--- src/rtl/evcnt_div.sv ---
module evcnt_div #(
  parameter int W = 8,
  parameter int SYNC = 2
) (
  input  logic         clk,
  input  logic         rst_n,
  input  logic         evt_in,
  input  logic         run_en,
  input  logic [7:0]   edge_sel,
  input  logic [W-1:0] cmp_val,
  output logic [W-1:0] count_q,
  output logic         irq
);
  localparam logic [7:0] SEL_FALL = 8'h00;
  localparam logic [7:0] SEL_RISE = 8'h01;

  logic [SYNC-1:0] sync_q;
  logic            last_q;
  logic            lvl;
  logic            rise, fall, strike, hit;

  assign lvl = sync_q[SYNC-1];

  always_ff @(posedge clk or negedge rst_n)
    if (!rst_n) begin
      sync_q <= '0;
      last_q <= 1'b0;
    end else begin
      sync_q <= {sync_q[SYNC-2:0], evt_in};
      last_q <= lvl;
    end

  assign rise   = lvl & ~last_q;
  assign fall   = ~lvl & last_q;
  assign strike = run_en & (((edge_sel == SEL_RISE) & rise) |
                            ((edge_sel == SEL_FALL) & fall));
  assign hit    = strike & (count_q == cmp_val);

  always_ff @(posedge clk or negedge rst_n)
    if (!rst_n) begin
      count_q <= '0;
      irq     <= 1'b0;
    end else begin
      irq <= hit;
      if (!run_en)     count_q <= '0;
      else if (hit)    count_q <= '0;
      else if (strike) count_q <= count_q + 1'b1;
    end


  irq_single_chk: assert property (@(posedge clk) disable iff (!rst_n)
    irq |=> !irq);


  irq_clear_chk: assert property (@(posedge clk) disable iff (!rst_n)
    irq |-> (count_q == '0));


  disabled_zero_chk: assert property (@(posedge clk) disable iff (!rst_n)
    !run_en |=> (count_q == '0) && !irq);


  step_chk: assert property (@(posedge clk) disable iff (!rst_n)
    (count_q != $past(count_q)) |->
      ((count_q == W'($past(count_q) + 1'b1)) || (count_q == '0)));


  sync_delay_chk: assert property (@(posedge clk) disable iff (!rst_n)
    (count_q != $past(count_q)) && $past(run_en) |-> ($past(lvl) != $past(last_q)));
endmodule

--- config.mk ---
export PLATFORM = sky130hd
export DESIGN_NAME = evcnt_div
export DESIGN_NICKNAME = d
export VERILOG_FILES = /design/src/rtl/evcnt_div.sv
export SDC_FILE = /design/constraint.sdc
export NUM_CORES = 1
export LEC_CHECK = 0
export ABC_AREA = 0
export BUFFER_PORTS_ARGS = -buffer_cell sky130_fd_sc_hd__buf_2
export CORE_ASPECT_RATIO = 0.75
export CORE_UTILIZATION = 30
export DETAILED_ROUTE_END_ITERATION = 12
export SLEW_MARGIN = 20
export SYNTH_ARGS = -nofsm -noshare
export SYNTH_HDL_FRONTEND = slang
export SYNTH_SLANG_ARGS = --single-unit
--- constraint.sdc ---
create_clock -name clk -period 3.4 [get_ports clk]
set_input_delay 0.17 -clock clk [delete_from_list [all_inputs] [get_ports clk]]
set_output_delay 0.17 -clock clk [all_outputs]
set_load 0.02 [all_outputs]
## Yosys cells after proc, flatten, opt, wreduce, memory -nomap -nowiden

Cells that the tools add are included.

| storage, ports and cells | value |
|---|---|
| register bits after elaboration | 12 |
| bits of input ports | 20 |
| logic and storage cells | 21 |

| operators by class | value |
|---|---|
| eq/ne operators | 3 |
| bitwise gates (word level) | 9 |
| reductions and logical operators | 1 |
| mux-type cells | 3 |
| add/subtract/negate cells | 1 |

Operator list:

| operator | number |
|---|---|
| 8-bit 2-to-1 mux | 3 |
| 8-bit by 1-bit adder with 8-bit output (second input constant) | 1 |
| 8-bit by 1-bit == test with 1-bit output (second input constant) | 1 |
| 8-bit == test | 1 |
| 8-bit logical NOT | 1 |
| 1-bit bitwise AND | 6 |
| 3-bit by 1-bit inequality test with 1-bit output (second input constant) | 1 |
| 1-bit inverter | 2 |
| 1-bit OR | 1 |

## Depth between registers and ports, before layout

| depth | value |
|---|---|
| depth after elaboration | 8 |
| mapped depth | 5 |
| depth with buffers taken out | 5 |

## Worst setup path before layout

No wires, ideal clock.

| timing | value |
|---|---|
| path type | register to register |
| from | register count_q[4] |
| to | register count_q[4] |
| setup time | 0.136 ns |
| buffers on the path | 0 |
| arrival time | 1.403 ns |
| path slack | 1.861 ns |
| clock period less this slack | 1.539 ns |
| stages on the path, launching flop included | 6 |
| path through | dfrtp_1 -> xor2_1 -> nor4_1 -> a31o_2 -> or2_4 -> o31ai_1 |

| between the ends | value |
|---|---|
| cells in the longest elaborated chain, start to end | 4 |
| elaborated cells on any way between the ends | 7 |

RTL lines:

| element | line | RTL |
|---|---|---|
| start, declared | 11 | `output logic [W-1:0] count_q,` |
| start signal, assigned | 47 | `else if (strike) count_q <= count_q + 1'b1;` |
| 8-bit by 1-bit adder with 8-bit output or 8-bit == test (tied branches) | 47, 37 |  |
| 8-bit 2-to-1 mux or 1-bit bitwise AND (tied branches) | 47, 37 |  |
| 8-bit 2-to-1 mux | 46 | `else if (hit) count_q <= '0;` |
| 8-bit 2-to-1 mux | 45 | `if (!run_en) count_q <= '0;` |

Parallel ways exist; a longest one is shown, timed or not. The select of a mux whose other input is x is not followed.
A chain may end at the register's enable or synchronous reset.

## Final worst setup path

| timing | value |
|---|---|
| from | register sync_q[1] |
| to | register count_q[3] |

| between the ends | value |
|---|---|
| cells in the longest elaborated chain, start to end | 8 |
| elaborated cells on any way between the ends | 11 |

RTL lines:

| element | line | RTL |
|---|---|---|
| start, declared | 17 | `logic [SYNC-1:0] sync_q;` |
| start signal, assigned | 29 | `sync_q <= {sync_q[SYNC-2:0], evt_in};` |
| 1-bit inverter | 34 | `assign fall = ~lvl & last_q;` |
| 1-bit bitwise AND | 34 |  |
| 1-bit bitwise AND | 36 | `((edge_sel == SEL_FALL) & fall));` |
| 1-bit OR (*) | 35 | `assign strike = run_en & (((edge_sel == SEL_RISE) & rise) \|` |
| 1-bit bitwise AND (*) | 35 |  |
| 1-bit bitwise AND | 37 | `assign hit = strike & (count_q == cmp_val);` |
| 8-bit 2-to-1 mux | 46 |  |
| 8-bit 2-to-1 mux | 45 |  |

Mark *: on every way between the ends. The rest lies on a longest branch, timed or not.

==> impl_metrics.toml <==
[status]
status = "completed"

[job]
maxCapViolCount = 0

[worst_setup_path]
cp-end-kind = "register"
crit_required_ns = 3.59
arrival_ns = 1.88
r2r_end = "count_q[3]"
path_max_fanout = 8
cp_slowest_stage_delay_ns = 0.48
path_cells = "and3b_1 -> o211ai_1 -> and2_2 -> o2bb2a_1 -> o31ai_1"
regToRegStartpoint = "sync_q[1]"
r2r_setup_slack_ns = 1.72
critPathLaunchType = "register"
setup.worst_path.end = "count_q[3]"
crit_type = "reg2reg"
cp-startpoint = "sync_q[1]"
reg2reg_depth = 5
slowest_stage = "o211ai_1"

[cts]
clock_latency_ns = 0.28
htreeDepth = 1
clk_path_buf_depth = 2
cts_made_buffers = 3
cts.sinks = 12
root_buffer = "clkbuf_4"
tritoncts = "done"
clkTransAtPathRegs_ns = 0.08

[timing]
clock_skew_ns = 0.00226
timing.final.crit_share = 0.494
worstMarginPinSlew_ns = 0.568
rsz0062_at_grt = "false"
setup_ws_ns = 1.72
period_needed_ns = 1.68
finalHoldViolations = 0
holdWs_ns = 0.178
setup_viol = 0
fmaxAchievable_mhz = 595
tns_ns = 0
finalMaxSlewViolations = 0
slew_headroom = 0.619

[yosys]
synth_cells = 70
ys_ff_latch = 12
yosysSeqAreaShare = 0.449
synth_area_um2 = 669
synthesis.nets = 91
syn_avg_cell_area_um2 = 9.56
synth_warnings = 0
ys_types = 25

[layout]
nets = 126
drive_gt1_frac = 0.346
antennaDiodeCount = 0
layout_common_cells = "28 x buf_2, 12 x dfrtp_1, 9 x nand2_1"
postLayoutCoreUtil = 0.437
final_cell_count_no_fill = 128
area_delta_synth_final_pct = 33.8
final_common_cell = "buf_2"
final_design_area_no_fill_um2 = 896
final.fill_count = 217

[power_and_ir_drop]
p_per_area_nw_per_um2 = 359
leakagePower_nw = 0.451
total_power_mw = 0.321
ir_drop_v = 0.000219

[route]
detail-route-antenna-nets = 0
drc = 0
drt_iter0_drc = 16
vias = 643
dr.pass1.iters = 4
wl_mm = 1.61
routedWlPerCell_um = 12.6
vias_per_cell = 5.02

[floorplanning]
ioPinCount = 29
core_area_um2 = 2050
dieWidth_um = 56.5
die-area_um2 = 2430
fp.dieH_um = 42.9
initial_core_util = 0.327
num_rows = 14

[placement]
dpl_cell_area_um2 = 840
place_congestion = 0.808
port-buffer-count = 28
dp_hpwl_mm = 1.25
dp_slack_ns = 1.75
dp_cells = 122

[grt]
antenna_found_initial = 0
grt_pass1_vias = 602
grt_pass1_wl_mm = 2.76
grt-ovfl-total = 0
grt_max_degree = 13
grt_use_total = 0.158

[hold_path]
hp-class = "in2reg"
==> layout make-up <==
type,instances,area [um^2],area share
multi-input combinational,56,362,0.404
sequential,12,300,0.335
timing repair buffer,30,160,0.179
clock buffer,4,36.3,0.0405
tap,24,30.0,0.0335
inverter,2,7.51,0.00838
==> synth_stat cells, drive strengths merged <==
master | instances | share of area
and2 | 1 | 0.011
nand3 | 2 | 0.015
nor3 | 2 | 0.015
inv | 2 | 0.011
nor2 | 4 | 0.022
ha | 1 | 0.019
nand2b | 1 | 0.0094
o21ai | 4 | 0.030
and3 | 2 | 0.021
or3 | 4 | 0.037
o2bb2ai | 3 | 0.039
a21oi | 3 | 0.022
nand3b | 1 | 0.011
o2bb2a | 2 | 0.030
dfrtp | 12 | 0.45
o211ai | 1 | 0.011
a31o | 1 | 0.013
xor2 | 8 | 0.10
o31ai | 2 | 0.022
nor3b | 1 | 0.011
and3b | 1 | 0.013
nand2 | 9 | 0.050
or2 | 1 | 0.013
nor4 | 2 | 0.019
==> worst min path at each step <==
stage | start | end | slack [ns] | cells past startpoint
4_1_cts | run_en | irq | 0.17 | 2
3_5_place_dp | rst_n | irq | 0.07 | 1
6_report | run_en | irq | 0.18 | 2
5_1_grt | run_en | irq | 0.19 | 2
3_3_place_gp | rst_n | count_q[0] | 0.07 | 1
2_1_floorplan | rst_n | count_q[0] | -0.13 | 0
==> critical path, delay by kind of cell (launching register included) <==
family | cells | cell delay, ns
AND/OR/NAND/NOR | 2 | 0.44
AO/OA/AOI/OAI | 3 | 0.75
flip-flops | 1 | 0.39
==> logic make-up (layout without fill, tap and decap cells) <==
kind of cell / after synthesis / after routing / synth area share
AND/OR/NAND/NOR: 31 / 31 / 0.249
AO/OA/AOI/OAI: 16 / 16 / 0.168
flip-flops: 12 / 12 / 0.449
XOR/XNOR: 8 / 8 / 0.105
buffers and inverters: 2 / 36 / 0.0112
adder cells (fa/ha/maj): 1 / 1 / 0.0187
==> routing by layer <==
| metal | vias to the layer above | wire length, um | GRT usage |
|---|---|---|---|
| met5 | - | 0 | 0 |
| li1 | 322 | - | - |
| met2 | 22 | 671 | 0.228 |
| met1 | 296 | 814 | 0.213 |
| met3 | 3 | 111 | 0.0671 |
| met4 | 0 | 12 | 0.0439 |
==> power breakdown <==
| group | internal, mW | total (mW) | switching, mW |
|---|---|---|---|
| clock network | 0.0652 | 0.118 | 0.0524 |
| registers | 0.148 | 0.157 | 0.00880 |
| logic | 0.0232 | 0.0466 | 0.0235 |
| total | 0.237 | 0.321 | 0.0847 |
==> sequential cells by signal, summed over array words and instances (netlist names) <==
| name | cells |
|---|---|
| count_q | 8 |
| irq | 1 |
| sync_q | 2 |
| last_q | 1 |
==> repair_timing <==
item | 4_1_cts | 5_1_grt
resized for setup | 0 | 0
buffers inserted | 0 | 0
hold endpoints to repair | 13 | 0
hold buffers | 2 | 0
(Power assumes the default switching activity.)
